## src/rtl/wdg_pkg.sv

```systemverilog
package wdg_pkg;

    localparam int BUS_W = 8;

    // register select codes
    typedef enum logic [1:0] {
        ADR_CNT  = 2'd0,
        ADR_CTL  = 2'd1,
        ADR_STAT = 2'd2,
        ADR_NONE = 2'd3
    } wdg_addr_e;

    typedef enum logic [1:0] {
        FLG_CLEAR = 2'd0,
        FLG_SET   = 2'd1,
        FLG_ARMED = 2'd2
    } flg_state_e;

    typedef enum logic {
        RS_IDLE = 1'b0,
        RS_HOLD = 1'b1
    } rs_state_e;

    localparam int CTL_EN_BIT   = 7;
    localparam int CTL_WDT_BIT  = 6;
    localparam int ST_FLAG_BIT  = 7;
    localparam int ST_RSTE_BIT  = 6;
    localparam int ST_RSV_BIT   = 5;
    localparam int ST_FIXED_W   = 5;

endpackage

```

## src/rtl/wdg_count_unit.sv

```systemverilog
module wdg_count_unit
    import wdg_pkg::*;
#(
    parameter int CNT_W = 8
) (
    input  logic             clk,
    input  logic             ext_rst_n,
    input  logic             clr_i,
    input  logic             cnt_wr_i,
    input  logic             ctl_wr_i,
    input  logic [BUS_W-1:0] wdata_i,
    output logic [CNT_W-1:0] cnt_o,
    output logic             en_o,
    output logic             wdt_o,
    output logic             ovf_wdt_o,
    output logic             ovf_ivl_o,
    output logic             ivl_pulse_o
);

    localparam logic [CNT_W-1:0] CNT_TOP = {CNT_W{1'b1}};

    logic [CNT_W-1:0] cnt_q, cnt_d;
    logic             en_q, en_d;
    logic             wdt_q, wdt_d;
    logic             pulse_q;
    logic             wrap;

    // a wrap happens when the counter is at its top value, counting, and not being loaded
    always_comb begin
        wrap      = en_q && (cnt_q == CNT_TOP) && !cnt_wr_i && !clr_i;
        ovf_wdt_o = wrap && wdt_q;
        ovf_ivl_o = wrap && !wdt_q;
    end

    always_comb begin
        cnt_d = cnt_q;
        en_d  = en_q;
        wdt_d = wdt_q;
        if (clr_i || ovf_wdt_o) begin
            cnt_d = '0;
            en_d  = 1'b0;
            wdt_d = 1'b0;
        end else begin
            if (cnt_wr_i) begin
                cnt_d = wdata_i[CNT_W-1:0];
            end else if (en_q) begin
                cnt_d = cnt_q + 1'b1;
            end
            if (ctl_wr_i) begin
                en_d  = wdata_i[CTL_EN_BIT];
                wdt_d = wdata_i[CTL_WDT_BIT];
            end
        end
    end

    always_ff @(posedge clk or negedge ext_rst_n) begin
        if (!ext_rst_n) begin
            cnt_q   <= '0;
            en_q    <= 1'b0;
            wdt_q   <= 1'b0;
            pulse_q <= 1'b0;
        end else begin
            cnt_q   <= cnt_d;
            en_q    <= en_d;
            wdt_q   <= wdt_d;
            pulse_q <= ovf_ivl_o;
        end
    end

    assign cnt_o       = cnt_q;
    assign en_o        = en_q;
    assign wdt_o       = wdt_q;
    assign ivl_pulse_o = pulse_q;

endmodule

```

## src/rtl/wdg_stat_unit.sv

```systemverilog
module wdg_stat_unit
    import wdg_pkg::*;
(
    input  logic             clk,
    input  logic             ext_rst_n,
    input  logic             ovf_wdt_i,
    input  logic             rd_i,
    input  logic             wr_i,
    input  logic [BUS_W-1:0] wdata_i,
    output logic [BUS_W-1:0] stat_o,
    output logic             rste_o,
    output logic             armed_o
);

    flg_state_e state_q, state_d;
    logic       rste_q, rsv_q;
    logic       flag;

    // state register: only the external pin resets this domain
    always_ff @(posedge clk or negedge ext_rst_n) begin
        if (!ext_rst_n) begin
            state_q <= FLG_CLEAR;
            rste_q  <= 1'b0;
            rsv_q   <= 1'b0;
        end else begin
            state_q <= state_d;
            if (wr_i) begin
                rste_q <= wdata_i[ST_RSTE_BIT];
                rsv_q  <= wdata_i[ST_RSV_BIT];
            end
        end
    end

    // next state
    always_comb begin
        state_d = state_q;
        unique case (state_q)
            FLG_CLEAR: begin
                if (ovf_wdt_i) state_d = FLG_SET;
            end
            FLG_SET: begin
                if (rd_i) state_d = FLG_ARMED;
            end
            FLG_ARMED: begin
                if (wr_i) begin
                    if (!wdata_i[ST_FLAG_BIT] && !ovf_wdt_i) state_d = FLG_CLEAR;
                    else                                     state_d = FLG_SET;
                end
            end
            default: state_d = FLG_CLEAR;
        endcase
    end

    // outputs
    always_comb begin
        flag    = 1'b0;
        armed_o = 1'b0;
        unique case (state_q)
            FLG_CLEAR: flag = 1'b0;
            FLG_SET:   flag = 1'b1;
            FLG_ARMED: begin
                flag    = 1'b1;
                armed_o = 1'b1;
            end
            default:   flag = 1'b0;
        endcase
        stat_o = {flag, rste_q, rsv_q, {ST_FIXED_W{1'b1}}};
        rste_o = rste_q;
    end

endmodule

```

## src/rtl/wdg_rst_seq.sv

```systemverilog
module wdg_rst_seq
    import wdg_pkg::*;
#(
    parameter int RST_CYCLES = 16
) (
    input  logic clk,
    input  logic ext_rst_n,
    input  logic ovf_wdt_i,
    input  logic rste_i,
    output logic hold_o
);

    localparam int HW = $clog2(RST_CYCLES + 1);
    localparam logic [HW-1:0] HOLD_LAST = HW'(RST_CYCLES - 1);

    rs_state_e     state_q, state_d;
    logic [HW-1:0] left_q, left_d;

    always_ff @(posedge clk or negedge ext_rst_n) begin
        if (!ext_rst_n) begin
            state_q <= RS_IDLE;
            left_q  <= '0;
        end else begin
            state_q <= state_d;
            left_q  <= left_d;
        end
    end

    always_comb begin
        state_d = state_q;
        left_d  = left_q;
        unique case (state_q)
            RS_IDLE: begin
                if (ovf_wdt_i && rste_i) begin
                    state_d = RS_HOLD;
                    left_d  = HOLD_LAST;
                end
            end
            RS_HOLD: begin
                if (left_q == '0) state_d = RS_IDLE;
                else              left_d  = left_q - 1'b1;
            end
            default: state_d = RS_IDLE;
        endcase
    end

    always_comb begin
        hold_o = 1'b0;
        unique case (state_q)
            RS_IDLE: hold_o = 1'b0;
            RS_HOLD: hold_o = 1'b1;
            default: hold_o = 1'b0;
        endcase
    end

endmodule

```

## src/rtl/wdg_rst_ctrl.sv

```systemverilog
module wdg_rst_ctrl
    import wdg_pkg::*;
#(
    parameter int CNT_W      = 8,
    parameter int RST_CYCLES = 16
) (
    input  logic                  clk,
    input  logic                  ext_rst_n,
    input  logic [1:0]            bus_addr,
    input  logic                  bus_rd,
    input  logic                  bus_wr,
    input  logic [BUS_W-1:0]      bus_wdata,
    output logic [BUS_W-1:0]      bus_rdata,
    output logic                  int_rst_o,
    output logic                  ivl_pulse_o
);

    logic             cnt_wr, ctl_wr, stat_wr, stat_rd;
    logic [CNT_W-1:0] cnt;
    logic             ctl_en, ctl_wdt;
    logic             ovf_wdt, ovf_ivl;
    logic [BUS_W-1:0] stat_q;
    logic             rste;
    logic             flg_armed;
    logic             hold;

    always_comb begin
        cnt_wr  = bus_wr && (bus_addr == ADR_CNT);
        ctl_wr  = bus_wr && (bus_addr == ADR_CTL);
        stat_wr = bus_wr && (bus_addr == ADR_STAT);
        stat_rd = bus_rd && (bus_addr == ADR_STAT);
    end

    wdg_count_unit #(.CNT_W(CNT_W)) u_count (
        .clk        (clk),
        .ext_rst_n  (ext_rst_n),
        .clr_i      (hold),
        .cnt_wr_i   (cnt_wr),
        .ctl_wr_i   (ctl_wr),
        .wdata_i    (bus_wdata),
        .cnt_o      (cnt),
        .en_o       (ctl_en),
        .wdt_o      (ctl_wdt),
        .ovf_wdt_o  (ovf_wdt),
        .ovf_ivl_o  (ovf_ivl),
        .ivl_pulse_o(ivl_pulse_o)
    );

    wdg_stat_unit u_stat (
        .clk      (clk),
        .ext_rst_n(ext_rst_n),
        .ovf_wdt_i(ovf_wdt),
        .rd_i     (stat_rd),
        .wr_i     (stat_wr),
        .wdata_i  (bus_wdata),
        .stat_o   (stat_q),
        .rste_o   (rste),
        .armed_o  (flg_armed)
    );

    wdg_rst_seq #(.RST_CYCLES(RST_CYCLES)) u_seq (
        .clk      (clk),
        .ext_rst_n(ext_rst_n),
        .ovf_wdt_i(ovf_wdt),
        .rste_i   (rste),
        .hold_o   (hold)
    );

    assign int_rst_o = hold;

    // read mux
    always_comb begin
        bus_rdata = '0;
        unique case (bus_addr)
            ADR_CNT:  bus_rdata = BUS_W'(cnt);
            ADR_CTL:  bus_rdata = {ctl_en, ctl_wdt, {(BUS_W-2){1'b0}}};
            ADR_STAT: bus_rdata = stat_q;
            default:  bus_rdata = '0;
        endcase
    end

    // interval overflow is only reflected through the registered pulse
    logic unused_ok;
    assign unused_ok = ovf_ivl;

endmodule

```

## config.mk

```make
export PLATFORM = sky130hd
export DESIGN_NAME = wdg_rst_ctrl
export DESIGN_NICKNAME = d
export VERILOG_FILES = /design/src/rtl/wdg_pkg.sv /design/src/rtl/wdg_count_unit.sv /design/src/rtl/wdg_stat_unit.sv /design/src/rtl/wdg_rst_seq.sv /design/src/rtl/wdg_rst_ctrl.sv
export SDC_FILE = /design/constraint.sdc
export NUM_CORES = 1
export LEC_CHECK = 0
export BUFFER_PORTS_ARGS = -buffer_cell sky130_fd_sc_hd__buf_2
export CAP_MARGIN = 20
export CELL_PAD_IN_SITES_DETAIL_PLACEMENT = 1
export CELL_PAD_IN_SITES_GLOBAL_PLACEMENT = 1
export CORE_MARGIN = 2
export CORE_UTILIZATION = 42
export CTS_CLUSTER_DIAMETER = 100
export DETAILED_ROUTE_END_ITERATION = 12
export GPL_ROUTABILITY_DRIVEN = 0
export PLACE_DENSITY = 0.76
export SLEW_MARGIN = 25
export SYNTH_ARGS = -nofsm -noshare
export SYNTH_HDL_FRONTEND = slang
export SYNTH_SLANG_ARGS = --single-unit
```

## constraint.sdc

```tcl
create_clock -name clk -period 1.8 [get_ports clk]
set_input_delay 0.09 -clock clk [delete_from_list [all_inputs] [get_ports clk]]
set_output_delay 0.09 -clock clk [all_outputs]
set_load 0.03 [all_outputs]
```

==> impl_summary.txt, run 1 <==
----------------------------------------------------
[STA]
  Relative slew slack ... 66.53%
  Final worst setup slack ... 0.1593 ns
  Transition time of the tightest slew-check pin ... about 0.50 ns
  Highest Clock Rate ... ~600 MHz
  Fin crit share ... 91.15%
  Final hold vios ... 0
  Post-Route Skew ... around 0.0054 ns
  Final-layout setup total negative slack ... 0 ns
  Setup violators final ... 0
  Final Slew Violations ... 0
  Crit path time final ... approximately 1.6 ns
  Setup repair after global routing missed its margin ... no

[Synthesis]
  Netlist Area Pre-Place ... ~1300 sq um
  Largest area contributor in the synthesized netlist ... sky130_fd_sc_hd__dfrtp_1
  Mean instance size in the synthesized netlist ... 9.729 sq um
  Count of flip-flops with a built-in enable after synthesis ... 0
  Area fraction of the dominant cell type after synthesis ... 40.31%
  Synth Instances ... 134
  Cell types occupying the most area after synthesis ... sky130_fd_sc_hd__dfrtp_1 (40%), sky130_fd_sc_hd__nor2_1 (7.2%), sky130_fd_sc_hd__ha_1 (6.7%)
  Prevailing post-synth register cell ... sky130_fd_sc_hd__dfrtp_1
  Top post-synthesis cells by count ... sky130_fd_sc_hd__nor2_1 (25), sky130_fd_sc_hd__dfrtp_1 (21), sky130_fd_sc_hd__a211oi_1 (8), sky130_fd_sc_hd__xor2_1 (8)
  Proportion of synthesized chip area in sequential cells ... approximately two fifths
  Yosys warning count ... 0
  Cell with the most instances after synthesis ... sky130_fd_sc_hd__nor2_1
  Post-Synthesis Net Count ... 155
  Fraction of registers with async set/reset ... between 90% and 100%
  Count of state elements after synthesis ... 21
  Number of distinct standard cells referenced by the synthesized netlist ... 38

[Global routing]
  Pin count of the biggest net entering global routing ... 22
  Initial antenna violation count ... 0
  Sum of overflow across all layers after global routing ... 0
  Global Route Usage Sum ... 19.70%
  Global-route wire length before repair ... 5.333 mm
  Via count of the first global-routing pass ... 1193

[Floorplanning]
  Die area ... 3566 sq um
  Top Ports ... 24
  Die span in x ... approximately 60 um
  Number of placement rows ... 20
  Core outline area ... 3003 sq um
  Floorplan die height ... 59.72 um
  Starting Density ... 43.42%

[Critical path]
  Sort of element at the start of the critical path ... flip-flop
  Crit path arrival time ... 1.84 ns
  Highest fanout seen on the critical path ... 4
  Category of the critical setup timing path ... reg2reg
  WP data required ... 2.00 ns
  Worst setup EP type ... flip-flop

[Clocking]
  Setup fix buffers added after clock tree synthesis ... 0
  Insertion delay to the later sink of the worst-skew pair ... approximately 0.30 ns
  Root buffer cell ... sky130_fd_sc_hd__clkbuf_4
  Clock transition at the registers of the reported paths ... between 0.1 and 0.15 ns
  CTS Sinks ... 21
  Depth of the CTS H-tree ... 1
  Total clock buffers created by CTS ... 3
  CTS tree ... built
  Maximum buffer depth of the clock tree ... 2

[Pwr]
  P_leak ... around 0.0007 uW
  Power density relative to cell area ... 1420 nW/um^2
  Worst ir drop on vdd ... 0.6281 mV
  PnR Total Power ... 2121 uW

[Layout]
  Filler cell count ... 366
  Area used by sequential logic in the layout ... 525.5 sq um
  Layout cell share with drive strength beyond 1 ... ~24%
  Multi-input logic area ... around 730 sq um
  Total inserted antenna cells ... 0
  Cell Count, Final, Fillers Out ... 193
  Synthesis-to-finish area growth ... 14.59%
  Post-layout net count ... 182

[Drt]
  WL per Instance ... 15.50 um
  Total wire length ... 2.992 mm
  Detailed Route Iter0 Violations ... 24
  Routed Antenna Nets ... 0
  DRC errors left ... 0
  First-pass detailed-route iteration total ... 4
  Ratio of routed vias to standard cells ... approximately 5.6
  Total number of vias ... 1078

[Placement]
  Post-Place Worst Slack ... about 0.14 ns
  Cell Count Post-Placement ... 188
  Sum of net half-perimeters after detailed placement ... 2.310 mm
  Quantity of I/O buffers inserted on ports ... 23

[Run status]
  Run status ... complete, no violations

[Flow run]
  Max-capacitance violation count ... 0

[Min path]
  Path type of the worst min-delay path ... in2reg

----------------------------------------------------
## state kept, by name, indices dropped and copies added (netlist names)
name,count
u_count.cnt_o,8
u_seq.left_q,5
u_stat.state_q,2
u_count.en_o,1
u_count.ivl_pulse_o,1
u_count.wdt_o,1
u_seq.state_q,1
u_stat.rste_o,1
u_stat.rsv_q,1
## metal layers
layer	global-route usage [%]	vias up	wire, um	share of wire [%]
met1	24.83	523	1264	42
li1	-	527	-	-
met5	0	-	0	0
met2	33.70	22	1579	53
met3	3.030	6	88	2.9
met4	7.619	0	59	2.0
## path summary, 6_finish.rpt
kind / startpoint / to / slack (ns) / cells past startpoint
hold / removal: bus_wdata[5] / u_stat.rsv_q / 0.03 / 2
setup reg to reg: u_seq.left_q[1] / u_seq.left_q[1] / 0.16 / 6
setup / recovery: u_seq.left_q[1] / u_seq.left_q[1] / 0.16 / 6
max in group asynchronous: ext_rst_n / u_count.cnt_o[0] / 1.18 / 2
hold reg to reg: u_stat.rsv_q / u_stat.rsv_q / 0.54 / 1
min in group asynchronous: ext_rst_n / u_stat.state_q[1] / 0.28 / 2
## kinds of logic (layout without fill, tap and decap cells)
family	count (synthesis)	in the layout	synth area share, %
adders and majority gates	7	7	6.718
buffers and inverters	12	38	4.607
and+or+nand+nor	57	57	23.61
DFF	21	21	40.31
muxes	9	9	7.102
xor gates and xnor gates	9	9	6.046
AOI/OAI and AO/OA	19	19	11.61
## layout make-up
cell class                      instances  area share (%)
Sequential cell                        21           35.18
Multi-Input combinational cell        101           48.66
Tap cell                               33           2.764
Clock buffer                            4           1.759
Inverter                                7           1.759
Timing Repair Buffer                   27           9.883
## worst max-delay path, stage by stage (launching register included)
cell and delay, ns:
sky130_fd_sc_hd__dfrtp_1 0.43, sky130_fd_sc_hd__inv_1 0.09, sky130_fd_sc_hd__ha_1 0.13, sky130_fd_sc_hd__or4b_4 0.48
sky130_fd_sc_hd__and2_1 0.22, sky130_fd_sc_hd__nor2_1 0.12, sky130_fd_sc_hd__a22oi_2 0.07
## what timing repair did
item                                   in CTS  in global routing
hold buffers                                1                  0
setup endpoints to repair                   0                  1
resized for setup                           0                  2
endpoints found under the hold margin      21                  0
## where the power goes
| group | switching [uW] | internal [uW] |
|---|---|---|
| registers | 212 | 656 |
| logic | 567 | 458 |
| clock network | 142 | 86.3 |
## metrics by stage
step | instance area [sq um] | hold WS, ns | util (%)
6_report | 1494 | 0.03112 | 49.75
5_1_grt | 1494 | 0.01600 | 49.75
4_1_cts | 1485 | 0.02348 | 49.46
3_5_place_dp | 1449 | 0.08866 | 48.25
3_3_place_gp | 1449 | 0.08071 | 48.25
2_1_floorplan | 1304 | -0.2056 | -
## cells in the final DEF (no fill, tap or decap), drive strengths merged, types with 2 or more instances in the layout
master,Yosys,layout
xor2,8,8
o2bb2ai,2,2
nor2b,2,2
nand4,4,4
buf,2,26
clkbuf,3,4
ha,7,7
nand3,4,4
nor3,3,3
nor2,25,25
inv,7,7
mux2i,7,7
nand2b,2,2
mux2,2,2
and3,3,3
nand2,6,6
a211oi,8,8
dfrtp,21,21
(Power assumes the default switching activity.)
==> inputs of run 2 (changes only) <==
Settings changed: CTS_BUF_LIST set to sky130_fd_sc_hd__clkbuf_16.
==> run 2 against run 1 <==
Net effect:
- sequential share of layout area is 1.2 points lower
- combinational power hardly changed
- fmax decreased by 1.3%
- hold slack better by 0.054 ns
- final area up 3.5%
- clock power grew 110%
- clock skew rose by 0.0011 ns
- non-clock buffer count did not move
- sequential power grew 2%
- worst setup slack lost 0.022 ns
- global-route usage rose by 1.4 points
- largest power group unchanged
==> impl_summary.txt, run 2 (same netlist as run 1, synthesis figures left out) <==
----------------------------------------------------
[Drt]
  Detailed Route Iter0 Violations ... 46
  First-pass detailed-route iteration total ... 4
  DRC errors left ... 0
  Total number of vias ... ~1100
  Total wire length ... between 3 and 4 mm
  WL per Instance ... 16.80 um
  Routed Antenna Nets ... 0
  Ratio of routed vias to standard cells ... around 5.6

[Flow run]
  Max-capacitance violation count ... 0

[Placement]
  Sum of net half-perimeters after detailed placement ... 2.310 mm
  Post-Place Worst Slack ... 0.1400 ns
  Cell Area, Placed ... approximately 1400 sq um
  Quantity of I/O buffers inserted on ports ... 23
  Cell Count Post-Placement ... 188

[Floorplanning]
  Floorplan die height ... 59.72 um
  Top Ports ... 24
  Core outline area ... 3003 sq um
  Die area ... 3566 sq um
  Die span in x ... ~60 um
  Starting Density ... 43.42%
  Number of placement rows ... 20

[STA]
  Post-Route Skew ... around 0.0065 ns
  Transition time of the tightest slew-check pin ... 0.5050 ns
  Relative slew slack ... 66.33%
  Final-layout setup total negative slack ... 0 ns
  Crit path time final ... 1.663 ns
  Final hold vios ... 0
  Final worst setup slack ... 0.1371 ns
  Setup repair after global routing missed its margin ... no
  Highest Clock Rate ... 601.3 MHz
  Setup violators final ... 0
  Fin crit share ... 92.39%
  Final Slew Violations ... 0

[Critical path]
  Stages on the worst setup path ... 6
  Peak per-stage delay on the critical path ... 0.49 ns
  Critical-path cell list ... inv_1 > ha_1 > or4b_4 > and2_1 > nor2_1 > a22oi_2
  Crit path arrival time ... 1.81 ns
  End point of the critical path ... u_seq.left_q[1]
  Worst-path cell with the longest stage delay ... sky130_fd_sc_hd__or4b_4
  Launching point of the worst reg2reg path ... u_seq.left_q[1]
  Worst reg2reg path depth ... 6
  Highest fanout seen on the critical path ... 4
  Category of the critical setup timing path ... reg2reg
  Cell family with the largest share of critical-path delay ... simple AND/OR/NAND/NOR gates
  Source of the critical timing path ... u_seq.left_q[1]
  Count of buffering cells on the critical path with inverters included ... 1
  WP data required ... 1.94 ns
  Setup slack, reg-to-reg ... 0.14 ns
  Sort of element at the start of the critical path ... flip-flop
  Worst r2r dst ... u_seq.left_q[1]
  Worst setup EP type ... flip-flop

[Clocking]
  Insertion delay to the later sink of the worst-skew pair ... approximately 0.26 ns
  Clock transition at the registers of the reported paths ... 0.06 ns
  CTS tree ... built
  Depth of the CTS H-tree ... 1
  Maximum buffer depth of the clock tree ... 2
  Root buffer cell ... sky130_fd_sc_hd__clkbuf_16
  Total clock buffers created by CTS ... 3
  CTS Sinks ... 21

[Pwr]
  P_leak ... 0.0007261 uW
  Worst ir drop on vdd ... roughly 0.65 mV
  Power density relative to cell area ... 1550 nW/um^2
  PnR Total Power ... 2397 uW

[Global routing]
  Sum of overflow across all layers after global routing ... 0
  Global Route Usage Sum ... 21.10%
  Global-route wire length before repair ... roughly 5.6 mm
  Pin count of the biggest net entering global routing ... 22
  Via count of the first global-routing pass ... between 1000 and 1500
  Initial antenna violation count ... 0

[Layout]
  Layout cell share with drive strength beyond 1 ... about a quarter
  Filler cell count ... 360
  Most common cell after layout, fill and taps aside ... sky130_fd_sc_hd__nor2_1
  Synthesis-to-finish area growth ... 18.62%
  Total inserted antenna cells ... 0
  Cell Count, Final, Fillers Out ... 193
  Post-layout net count ... ~180
  Commonest cells after routing, fill and taps aside ... sky130_fd_sc_hd__nor2_1 (25), sky130_fd_sc_hd__buf_2 (23), sky130_fd_sc_hd__dfrtp_1 (21)
  Max FFs per register ... 8
  Final std cell area, no fill ... around 1500 sq um

[Min path]
  Path type of the worst min-delay path ... in2reg
  Hold Startpoint ... bus_wdata[5]

[Run status]
  Run status ... complete, no violations

----------------------------------------------------
run 2: what timing repair did:
item,CTS,global route
setup endpoints to repair,0,1
endpoints found under the hold margin,21,0
resized for setup,0,2
setup buffers,0,0
hold buffers,1,0
run 2: worst reg2reg max path: stages (launching register included):
cell and delay, ns:
sky130_fd_sc_hd__dfrtp_1 0.40, sky130_fd_sc_hd__inv_1 0.09, sky130_fd_sc_hd__ha_1 0.15, sky130_fd_sc_hd__or4b_4 0.49, sky130_fd_sc_hd__and2_1 0.22, sky130_fd_sc_hd__nor2_1 0.12
sky130_fd_sc_hd__a22oi_2 0.07
run 2: cell type report:
| type | count | area (sq um) | share of cell area (%) |
|---|---|---|---|
| clock inverter | 1 | 3.754 | 0.2427 |
| timing repair buffer | 27 | 147.6 | 9.547 |
| multi-input combinational | 101 | 726.9 | 47.01 |
| sequential | 21 | 525.5 | 33.98 |
| clock buffer | 3 | 75.07 | 4.854 |
| tap | 33 | 41.29 | 2.670 |
| inverter | 7 | 26.28 | 1.699 |
run 2: worst min-delay path by stage:
stage / endpoint / slack [ns] / depth (start not counted)
3_5_place_dp: u_seq.left_q[2] / 0.09 / 1
2_1_floorplan: u_count.cnt_o[0] / -0.21 / 0
5_1_grt: u_stat.rsv_q / 0.1 / 2
3_3_place_gp: u_seq.left_q[4] / 0.08 / 1
6_report: u_stat.rsv_q / 0.09 / 2
4_1_cts: u_stat.rsv_q / 0.09 / 2
run 2: through the flow:
stage | util (%) | hold WS, ns
2_1_floorplan | - | -0.2056
3_3_place_gp | 48.25 | 0.08071
3_5_place_dp | 48.25 | 0.08866
4_1_cts | 51.21 | 0.08822
5_1_grt | 51.50 | 0.09612
6_report | 51.50 | 0.08533
run 2: power breakdown:
part           internal (uW)  switching [uW]  leakage [uW]
sequential               658             226      0.000238
combinational            458             578      0.000446
clock                    297             179     0.0000423
total                   1410             984      0.000726
run 2: layer usage:
layer | share of wire [%] | vias up | global-route usage [%]
li1 | - | 522 | -
met1 | 43 | 544 | 27.57
met5 | 0 | - | 0
met3 | 3.0 | 5 | 2.814
met2 | 53 | 19 | 36.02
met4 | 1.4 | 0 | 6.667
